**config.mk**
```make
export PLATFORM = sky130hd
export DESIGN_NAME = pat101_detector
export DESIGN_NICKNAME = d
export VERILOG_FILES = /design/src/rtl/pat101_pkg.sv /design/src/rtl/pat101_rst_sync.sv /design/src/rtl/pat101_next_state.sv /design/src/rtl/pat101_state_reg.sv /design/src/rtl/pat101_out_dec.sv /design/src/rtl/pat101_detector.sv
export SDC_FILE = /design/constraint.sdc
export NUM_CORES = 1
export LEC_CHECK = 0
export ABC_CLOCK_PERIOD_IN_PS = 2029
export BUFFER_PORTS_ARGS = -buffer_cell sky130_fd_sc_hd__buf_2
export CORE_AREA = 2 2 39 41
export DETAILED_ROUTE_END_ITERATION = 8
export DIE_AREA = 0 0 41 43
export SLEW_MARGIN = 20
export SYNTH_ARGS = -nofsm -noshare
export SYNTH_HDL_FRONTEND = slang
export SYNTH_SLANG_ARGS = --single-unit
```
**constraint.sdc**
```tcl
create_clock -name clk_i -period 2.03 [get_ports clk_i]
set_input_delay 0 -clock clk_i [delete_from_list [all_inputs] [get_ports clk_i]]
set_output_delay 0 -clock clk_i [all_outputs]
set_load 0.03 [all_outputs]
```
**src/rtl/pat101_pkg.sv**
```systemverilog
package pat101_pkg;

  // Ordered match progress; the hit code is only reached in Moore style.
  typedef enum logic [1:0] {
    ST_IDLE  = 2'd0,
    ST_ONE   = 2'd1,
    ST_ONE0  = 2'd2,
    ST_HIT   = 2'd3
  } det_state_e;

endpackage

```
**src/rtl/pat101_rst_sync.sv**
```systemverilog
module pat101_rst_sync #(
  parameter int SYNC_STAGES = 2
) (
  input  logic clk_i,
  input  logic rst_n_i,
  output logic rst_n_sync_o
);

  logic [SYNC_STAGES-1:0] chain_q;

  generate
    if (SYNC_STAGES == 1) begin : g_single
      always_ff @(posedge clk_i or negedge rst_n_i) begin
        if (!rst_n_i) chain_q <= '0;
        else          chain_q <= 1'b1;
      end
    end else begin : g_chain
      always_ff @(posedge clk_i or negedge rst_n_i) begin
        if (!rst_n_i) chain_q <= '0;
        else          chain_q <= {chain_q[SYNC_STAGES-2:0], 1'b1};
      end
    end
  endgenerate

  assign rst_n_sync_o = chain_q[SYNC_STAGES-1];

  // the synchronised reset is low whenever the raw reset was low at the previous edge
  p_sync_follows_r6: assert property (@(posedge clk_i)
    !rst_n_i |=> !rst_n_sync_o);

endmodule

```
**src/rtl/pat101_next_state.sv**
```systemverilog
module pat101_next_state
  import pat101_pkg::*;
(
  input  det_state_e state_i,
  input  logic       bit_i,
  input  logic       overlap_i,
  input  logic       moore_sel_i,
  output det_state_e state_nxt_o
);

  det_state_e after_match;

  // Where a completed match leaves the machine in Mealy style.
  always_comb begin
    after_match = overlap_i ? ST_ONE : ST_IDLE;
  end

  always_comb begin
    state_nxt_o = ST_IDLE;
    unique case (state_i)
      ST_IDLE: state_nxt_o = bit_i ? ST_ONE : ST_IDLE;
      ST_ONE:  state_nxt_o = bit_i ? ST_ONE : ST_ONE0;
      ST_ONE0: begin
        if (!bit_i)          state_nxt_o = ST_IDLE;
        else if (moore_sel_i) state_nxt_o = ST_HIT;
        else                 state_nxt_o = after_match;
      end
      ST_HIT: begin
        // The last sampled bit was the closing 1 of a match.
        if (!moore_sel_i)    state_nxt_o = ST_IDLE;
        else if (bit_i)      state_nxt_o = ST_ONE;
        else if (overlap_i)  state_nxt_o = ST_ONE0;
        else                 state_nxt_o = ST_IDLE;
      end
      default: state_nxt_o = ST_IDLE;
    endcase
  end

endmodule

```
**src/rtl/pat101_state_reg.sv**
```systemverilog
module pat101_state_reg
  import pat101_pkg::*;
(
  input  logic       clk_i,
  input  logic       rst_n_i,
  input  logic       moore_sel_i,
  input  det_state_e state_nxt_i,
  output det_state_e state_o
);

  always_ff @(posedge clk_i or negedge rst_n_i) begin
    if (!rst_n_i) state_o <= ST_IDLE;
    else          state_o <= state_nxt_i;
  end

  // held idle while the synchronised reset is low
  p_reset_idle_r6: assert property (@(posedge clk_i)
    !rst_n_i |-> state_o == ST_IDLE);

  // in Mealy style the dedicated hit state is never entered
  p_no_hit_state_mealy_r2: assert property (@(posedge clk_i) disable iff (!rst_n_i)
    !moore_sel_i |-> state_o != ST_HIT);

endmodule

```
**src/rtl/pat101_out_dec.sv**
```systemverilog
module pat101_out_dec
  import pat101_pkg::*;
(
  input  logic       clk_i,
  input  logic       rst_n_i,
  input  det_state_e state_i,
  input  logic       bit_i,
  input  logic       moore_sel_i,
  output logic       hit_o
);

  logic mealy_hit;
  logic moore_hit;

  always_comb begin
    mealy_hit = (state_i == ST_ONE0) && bit_i;
    moore_hit = (state_i == ST_HIT);
    hit_o     = moore_sel_i ? moore_hit : mealy_hit;
  end

  // a flag is never followed directly by another flag
  p_single_pulse_r1: assert property (@(posedge clk_i) disable iff (!rst_n_i)
    hit_o |=> !hit_o);

  // a Mealy flag needs a 1 on the input in the same cycle
  p_mealy_needs_one_r2: assert property (@(posedge clk_i) disable iff (!rst_n_i)
    (!moore_sel_i && hit_o) |-> bit_i);

  // a Moore flag follows a sampled 1 that came after a sampled 0
  p_moore_after_one_r3: assert property (@(posedge clk_i) disable iff (!rst_n_i)
    (moore_sel_i && hit_o) |-> ($past(bit_i) && $past(state_i) == ST_ONE0));

endmodule

```
**src/rtl/pat101_detector.sv**
```systemverilog
module pat101_detector
  import pat101_pkg::*;
#(
  parameter int SYNC_STAGES = 2
) (
  input  logic clk_i,
  input  logic rst_n_i,
  input  logic bit_i,
  input  logic overlap_i,
  input  logic moore_sel_i,
  output logic hit_o
);

  logic       rst_n_sync;
  det_state_e state_q;
  det_state_e state_nxt;

  pat101_rst_sync #(.SYNC_STAGES(SYNC_STAGES)) u_rst_sync (
    .clk_i        (clk_i),
    .rst_n_i      (rst_n_i),
    .rst_n_sync_o (rst_n_sync)
  );

  pat101_next_state u_next (
    .state_i     (state_q),
    .bit_i       (bit_i),
    .overlap_i   (overlap_i),
    .moore_sel_i (moore_sel_i),
    .state_nxt_o (state_nxt)
  );

  pat101_state_reg u_state (
    .clk_i       (clk_i),
    .rst_n_i     (rst_n_sync),
    .moore_sel_i (moore_sel_i),
    .state_nxt_i (state_nxt),
    .state_o     (state_q)
  );

  pat101_out_dec u_out (
    .clk_i       (clk_i),
    .rst_n_i     (rst_n_sync),
    .state_i     (state_q),
    .bit_i       (bit_i),
    .moore_sel_i (moore_sel_i),
    .hit_o       (hit_o)
  );

  // no flag while the raw reset is low
  p_no_flag_in_reset_r6: assert property (@(posedge clk_i)
    !rst_n_i |-> !hit_o);

endmodule

```
==> impl_results.rst, run 1 <==
.. list-table::
   :header-rows: 1

   * - Metric
     - Value
   * - Run status
     - finished clean
   * - Unrepaired setup endpoints after global routing
     - false
   * - Worst setup EP type
     - output port
   * - ANT nets after route
     - 0
   * - Placement Setup Slack
     - 0.920 ns
   * - Number of top-level design ports
     - 6
   * - Share of the yosys chip area belonging to registers
     - 0.580
   * - Distinct cell type count after synthesis
     - 10
   * - Signed area change from the synthesized netlist to the final layout
     - 44.9%
   * - Max-slew violations
     - 0
   * - Int Pwr
     - 0.162 mW
   * - Worst IR Drop VDD
     - 299 uV
   * - Kind of critical path
     - reg2out
   * - Buffers on Ports
     - 5
   * - Max capacitance violation total
     - 0
   * - Core region area
     - 1380 sq um
   * - Final RePlAce weighted congestion
     - 0.567
   * - Number of global-route vias before repair
     - 151
   * - Clock Power Share
     - 0.459
   * - Synth top area share
     - 0.580
   * - Count of routing violations after the opening detailed-route iteration
     - 3
   * - Area leader, netlist
     - dfrtp_1
   * - Lkg Pwr
     - 0.114 nW
   * - Setup WS post-layout
     - 0.685 ns
   * - Most numerous cell types in the synthesized netlist
     - dfrtp_1, nand4b_1, or3b_1
   * - GRT Resource Usage Total
     - 0.0484
   * - Register-to-Register Setup Slack
     - 1.10 ns
   * - Min Clock Period, post-route
     - 1.34 ns
   * - Area used by multi-input combinational logic
     - 68.8 sq um
   * - Main synth FF type
     - dfrtp_1
   * - Worst Path Arrival
     - 1.34 ns
   * - Power density normalized to cell area
     - 821 nW/um^2
   * - Relative contribution of combinational cells to total power
     - 0.101
   * - CTS H-Tree Depth
     - 1
   * - Class of the worst hold path
     - reg2async
   * - Number of gates resized after CTS
     - 0
   * - Net Sw Frac
     - 0.210
   * - Chip Height
     - 43 um
   * - Critical register-to-register path endpoint
     - u_state.state_o[1]$_DFF_PN0_
   * - Routed wirelength normalized by instance count
     - 7.75 um
   * - Die Area
     - 1760 sq um
   * - Clock sink count
     - 4
   * - Initial cell density of the core
     - 0.125
   * - Mean post-synth cell area
     - 11.5 sq um
   * - Part of the power in registers
     - 0.439
   * - Fraction of layout cells with a size suffix above 1
     - 0.375
   * - Worst-path fanout max
     - 6
   * - Number of setup violations in the final report
     - 0
   * - Clock tree from TritonCTS
     - yes
   * - Startpoint types
     - flip-flop
   * - Detailed Route WL
     - 310 um
   * - Post CTS Setup Buffer Count
     - 0
   * - Maximum operating frequency
     - 0.744 GHz
   * - Total nets after synthesis
     - 20
   * - Largest cells by area after synthesis
     - dfrtp_1, nand4b_1, or3b_1
   * - Clock transition time at the flip-flop clock pins of the worst setup and hold paths
     - 0.04 ns
   * - Post-cts hold buffer count
     - 1
   * - Register Area
     - 100 sq um
   * - Via Count
     - 138
   * - Total count of hold-check failures in the final report
     - 0
   * - Number of standard-cell rows in the floorplan
     - 14
   * - Switching power total
     - 0.0431 mW
   * - CP Launch Point
     - u_state.state_o[0]$_DFF_PN0_
   * - Area of the mapped netlist
     - 173 sq um
   * - DRC errors left
     - 0
   * - Global-route wire length before repair
     - 510 um
   * - Global-route congestion overflow total
     - 0
   * - Crit path to
     - hit_o
   * - Final cycle utilization of the critical path
     - 0.663
   * - Clock root cell
     - clkbuf_4
   * - Asr flop ratio synth
     - 1.00
   * - Instance area at placement
     - 218 sq um
   * - Largest net degree at the start of global routing
     - 7
   * - Post-synthesis cell count
     - 15
   * - Longest individual stage delay on the worst path
     - 0.41 ns
   * - Placed wire-length estimate
     - 231 um
   * - Max Clock Skew
     - 0.00546 ns
   * - Depth of the worst register-to-register path
     - 2
   * - Count of nets after finishing
     - 31
   * - Drt via density
     - 3.45
   * - Reg-to-reg startpoint
     - u_state.state_o[0]$_DFF_PN0_
   * - Antenna violations before repair
     - 0
   * - Required time of the critical path
     - 2.03 ns
   * - Count of antenna diodes in the layout
     - 0
   * - Total of warnings raised by yosys
     - 0
   * - Inserted Clock Buffers
     - 3
   * - Cell with the biggest individual delay on the critical path
     - dfrtp_1
   * - Clock insertion delay at the later pin of the skew report
     - 0.23 ns
   * - Number of enable flip-flop cells after synthesis
     - 0
   * - First drt pass iteration count
     - 2
   * - Most frequent cell after synthesis
     - dfrtp_1
   * - Number of fillers in the final layout
     - 154
   * - Chip Width
     - 41 um
   * - Sum of negative setup slack
     - 0 ns
   * - Post-route cell area
     - 250 sq um
   * - Largest buffer count on any clock path
     - 2
   * - Count of state elements after synthesis
     - 4
   * - Cells traversed along the worst timing path
     - or3b_1, a21oi_1, buf_2
-- stage by stage --
stage | hold slack [ns] | util | power, mW | std cells
2_1_floorplan | -0.296 | - | 0.101 | 15
3_3_place_gp | -0.213 | 0.157 | 0.110 | 36
3_5_place_dp | -0.212 | 0.157 | 0.111 | 36
4_1_cts | 0.0191 | 0.181 | 0.213 | 40
5_1_grt | 0.0345 | 0.181 | 0.221 | 40
6_report | 0.0137 | 0.181 | 0.205 | 40
-- cells by family after synthesis --
group	count (synthesis)	synth area share
AO/OA/AOI/OAI	2	0.0869
AND/OR/NAND/NOR	7	0.290
other	1	0.0217
flip-flops	4	0.580
buffers and inverters	1	0.0217
-- how the worst min path moves through the flow --
stage	end	slack [ns]	startpoint
floorplan	u_rst_sync.chain_q[0]$_DFF_PN0_	-0.30	rst_n_i
global placement	u_rst_sync.chain_q[0]$_DFF_PN0_	-0.21	rst_n_i
detailed placement	u_rst_sync.chain_q[0]$_DFF_PN0_	-0.21	rst_n_i
CTS	u_state.state_o[0]$_DFF_PN0_	0.02	u_rst_sync.chain_q[1]$_DFF_PN0_
global route	u_state.state_o[0]$_DFF_PN0_	0.03	u_rst_sync.chain_q[1]$_DFF_PN0_
finish	u_state.state_o[0]$_DFF_PN0_	0.01	u_rst_sync.chain_q[1]$_DFF_PN0_
-- power by group through the flow --
| stage | registers [mW] | clock network, mW | logic [mW] |
|---|---|---|---|
| finish | 0.0902 | 0.0943 | 0.0208 |
| global route | 0.0910 | 0.107 | 0.0232 |
| CTS | 0.0903 | 0.101 | 0.0214 |
| detailed placement | 0.0913 | 0 | 0.0198 |
| global placement | 0.0907 | 0 | 0.0195 |
| floorplan | 0.0899 | 0 | 0.0112 |
-- worst max-delay path: cells and delay by family, from the launching register on --
family / cells / cell delay [ns]
AO/OA/AOI/OAI: 1 / 0.14
buffers and inverters: 1 / 0.21
flip-flops: 1 / 0.41
AND/OR/NAND/NOR: 1 / 0.36
-- layout by cell type (no fill, tap or decap) --
cell / instances
buf_2: 5
dfrtp_1: 4
clkbuf_4: 3
nand4b_1: 2
or3b_1: 2
inv_1: 1
nor2b_1: 1
o31a_2: 1
nand3_1: 1
nand2_1: 1
a21oi_1: 1
dlygate4sd3_1: 1
conb_1: 1
-- registers in the layout (all words and copies together) (netlist names) --
signal              count
u_state.state_o         2
u_rst_sync.chain_q      2
-- metal layers --
layer	track usage	wire length (um)	vias to the layer above
met5	0	0	-
met1	0.0490	153	60
met2	0.0563	127	5
met3	0.0628	29	0
met4	0.0200	0	0
li1	-	-	73
-- area by class of cell --
class                           instances  area share
Clock buffer                            3      0.0900
Inverter                                1      0.0150
Multi-Input combinational cell         10       0.275
Sequential cell                         4       0.400
Tap cell                               16      0.0800
Timing Repair Buffer                    6       0.140
No activity file was read; power rests on OpenSTA's default activity.
==> run 2: changes to the inputs <==
ABC_AREA = 1   (was unset)
ABC_CLOCK_PERIOD_IN_PS = 1200   (was 2029)
clock period = 1.2 ns   (was 2.03 ns; I/O delays follow)
==> impl_results.rst, run 2 <==
.. list-table::
   :header-rows: 1

   * - Metric
     - Value
   * - Placed wire-length estimate
     - 246 um (+6.3%)
   * - Highest-count cells in the layout ignoring fill and taps
     - nand2_1, nand3_1, buf_2, dfrtp_1, clkbuf_4
   * - Count of nets after finishing
     - 40 (+29%)
   * - Drt via density
     - 3.53 (+2.3%)
   * - Detailed Route WL
     - 341 um (+10%)
   * - Share of the yosys chip area belonging to registers
     - 0.519 (-0.0602)
   * - Registers with the highest flip-flop counts
     - u_rst_sync.chain_q: 2 flops, u_state.state_o: 2 flops
   * - Largest buffer count on any clock path
     - 2 (unchanged)
   * - Synth top area share
     - 0.519 (-0.0602)
   * - Max capacitance violation total
     - 0 (unchanged)
   * - GRT Resource Usage Total
     - 0.0545 (+0.00605)
   * - Total count of hold-check failures in the final report
     - 0 (unchanged)
   * - Clock insertion delay at the later pin of the skew report
     - 0.23 ns (about the same)
   * - CP delay by family, top
     - flip-flops
   * - Register-to-Register Setup Slack
     - 0.40 ns (-0.70 ns)
   * - Switching power total
     - 0.102 mW (+140%)
   * - Int Pwr
     - 0.284 mW (+75%)
   * - Buffers on Ports
     - 5 (unchanged)
   * - Initial cell density of the core
     - 0.139 (+0.0145)
   * - Worst setup EP type
     - output port
   * - Worst Path Arrival
     - 1.09 ns (-0.25 ns)
   * - Mean post-synth cell area
     - 8.03 sq um (-30%)
   * - ANT nets after route
     - 0 (unchanged)
   * - Sum of negative setup slack
     - 0 ns (unchanged)
   * - Post-route core utilization
     - 0.197 (+0.0163)
   * - Final RePlAce weighted congestion
     - 0.527 (-7.1%)
   * - Die Area
     - 1760 sq um (unchanged)
   * - Post CTS Setup Buffer Count
     - 0 (unchanged)
   * - Class of the worst hold path
     - reg2async
   * - Worst IR Drop VDD
     - 550 uV (+84%)
   * - Number of standard-cell rows in the floorplan
     - 14 (unchanged)
   * - Worst-path fanout max
     - 5 (-1)
   * - Clock tree from TritonCTS
     - yes
   * - Main synth FF type
     - dfrtp_1
   * - Fraction of layout cells with a size suffix above 1
     - 0.333 (-0.0417)
   * - Longest individual stage delay on the worst path
     - 0.41 ns (about the same)
   * - First drt pass iteration count
     - 2 (unchanged)
   * - Max Clock Skew
     - 0.00112 ns (-0.00434 ns)
   * - Number of cells in the finished layout apart from fillers
     - 49 (+23%)
   * - Asr flop ratio synth
     - 1.00 (unchanged)
   * - Cell with the biggest individual delay on the critical path
     - dfrtp_1
   * - Count of routing violations after the opening detailed-route iteration
     - 4 (+1)
   * - Clock Power Share
     - 0.440 (-0.019)
   * - # placed instances
     - 45 (+25%)
   * - Via Count
     - 173 (+25%)
   * - Global-route wire length before repair
     - 538 um (+5.5%)
   * - Antenna violations before repair
     - 0 (unchanged)
   * - Inserted Clock Buffers
     - 3 (unchanged)
   * - Cells traversed along the worst timing path
     - nor2_2, nand3_1, o21ai_1, buf_4
   * - Routed wirelength normalized by instance count
     - 6.96 um (-10%)
   * - Kind of critical path
     - reg2out
   * - Net Sw Frac
     - 0.264 (+0.0541)
   * - Area of the mapped netlist
     - 193 sq um (+12%)
   * - Total nets after synthesis
     - 29 (+45%)
   * - Required time of the critical path
     - 1.20 ns (-0.83 ns)
   * - Chip Width
     - 41 um (unchanged)
   * - Number of enable flip-flop cells after synthesis
     - 0 (unchanged)
   * - Count of state elements after synthesis
     - 4 (unchanged)
   * - Clock root cell
     - clkbuf_4
   * - Power density normalized to cell area
     - 1410 nW/um^2 (+72%)
   * - Clock transition time at the flip-flop clock pins of the worst setup and hold paths
     - 0.04 ns (about the same)
   * - CTS H-Tree Depth
     - 1 (unchanged)
   * - Most numerous cell types in the synthesized netlist
     - dfrtp_1, nand2_1, nand3_1, inv_1
   * - Number of cells on the critical path
     - 4 (+1)
   * - Clock sink count
     - 4 (unchanged)
   * - Part of the power in registers
     - 0.420 (-0.019)
   * - Largest cells by area after synthesis
     - dfrtp_1, nand3_1, nand2_1
   * - Lkg Pwr
     - 0.135 nW (+18%)
   * - Unrepaired setup endpoints after global routing
     - false
   * - DRC errors left
     - 0 (unchanged)
   * - Chip Height
     - 43 um (unchanged)
   * - Global-route congestion overflow total
     - 0 (unchanged)
   * - Largest net degree at the start of global routing
     - 8 (+1)
   * - Final total power
     - 0.386 mW (+88%)
   * - Run status
     - finished clean
   * - Buf+Inv Stages, Crit Path
     - 1 (unchanged)
   * - Number of setup violations in the final report
     - 0 (unchanged)
   * - Final cycle utilization of the critical path
     - 0.910
   * - Distinct cell type count after synthesis
     - 11 (+1)
   * - Depth of the worst register-to-register path
     - 4 (+2)
   * - Startpoint types
     - flip-flop
   * - Relative contribution of combinational cells to total power
     - 0.140 (+0.039)
   * - Maximum operating frequency
     - 0.915 GHz
   * - Signed area change from the synthesized netlist to the final layout
     - 41.6%
   * - Area leader, netlist
     - dfrtp_1
   * - Core region area
     - 1380 sq um (unchanged)
   * - Count of antenna diodes in the layout
     - 0 (unchanged)
   * - Number of global-route vias before repair
     - 161 (+6.6%)
   * - Post-synthesis cell count
     - 24 (+9)
   * - Min Clock Period, post-route
     - 1.09 ns
   * - Total of warnings raised by yosys
     - 0 (unchanged)
   * - Number of top-level design ports
     - 6 (unchanged)
   * - Max-slew violations
     - 0 (unchanged)
-- run 2: cell types whose count changed after synthesis, sizes merged, moves of 2 or more --
cell	previous run	this run
or3b	2	0
nand2	1	4
nand4b	2	0
nor2	0	3
nand3	1	4
nand4	0	2
inv	1	4
-- run 2: power by group through the flow --
stage / Clock (mW) / Sequential (mW) / Combinational [mW]
after floorplan: 0 / 0.161 / 0.0335
after global placement: 0 / 0.162 / 0.0501
after detailed placement: 0 / 0.163 / 0.0505
after CTS: 0.185 / 0.161 / 0.0530
after global routing: 0.191 / 0.163 / 0.0623
final: 0.170 / 0.162 / 0.0542
-- run 2: what timing repair did --
action / CTS / global route
hold endpoints to repair: 2 / 0
resized for setup: 0 / 3
setup endpoints to repair: 0 / 1
hold buffers: 1 / 0
-- run 2: area by class of cell --
| cell class | count | area [sq um] |
|---|---|---|
| multi-input cells | 16 | 77.6 |
| flip-flops and latches | 4 | 100 |
| clock buffers | 3 | 22.5 |
| well taps | 16 | 20.0 |
| repair buffers | 6 | 37.5 |
| inverters | 4 | 15.0 |
| fillers | 155 | 1110 |
-- run 2: cells by family (layout without fill, tap and decap cells) --
logic type | after synthesis | after routing | synth area share
AND/OR/NAND/NOR | 14 | 14 | 0.357
other | 1 | 1 | 0.0195
AO/OA/AOI/OAI | 1 | 1 | 0.0259
buffers and inverters | 4 | 13 | 0.0779
flip-flops | 4 | 4 | 0.520
-- run 2: final timing paths --
kind / startpoint / to
max: u_state.state_o[0]$_DFF_PN0_ / hit_o
min: u_rst_sync.chain_q[1]$_DFF_PN0_ / u_state.state_o[1]$_DFF_PN0_
max reg2reg: u_state.state_o[0]$_DFF_PN0_ / u_state.state_o[1]$_DFF_PN0_
min reg2reg: u_rst_sync.chain_q[1]$_DFF_PN0_ / u_state.state_o[1]$_DFF_PN0_
max in group asynchronous: rst_n_i / u_rst_sync.chain_q[1]$_DFF_PN0_
min in group clk_i: moore_sel_i / u_state.state_o[0]$_DFF_PN0_
-- run 2: routing by layer --
metal / GRT usage / share of wire
met5: 0 / 0
met4: 0.100 / 0.044
met1: 0.0425 / 0.48
met3: 0.0314 / 0.10
met2: 0.0625 / 0.37
-- run 2: metrics by stage --
stage / hold WS (ns) / setup WS (ns) / instance area [sq um]
2_1_floorplan: -0.296 / 0.280 / 193
3_3_place_gp: -0.214 / 0.326 / 238
3_5_place_dp: -0.213 / 0.319 / 238
4_1_cts: 0.0226 / 0.0556 / 270
5_1_grt: 0.0303 / 0.00223 / 273
6_report: 0.0192 / 0.107 / 273
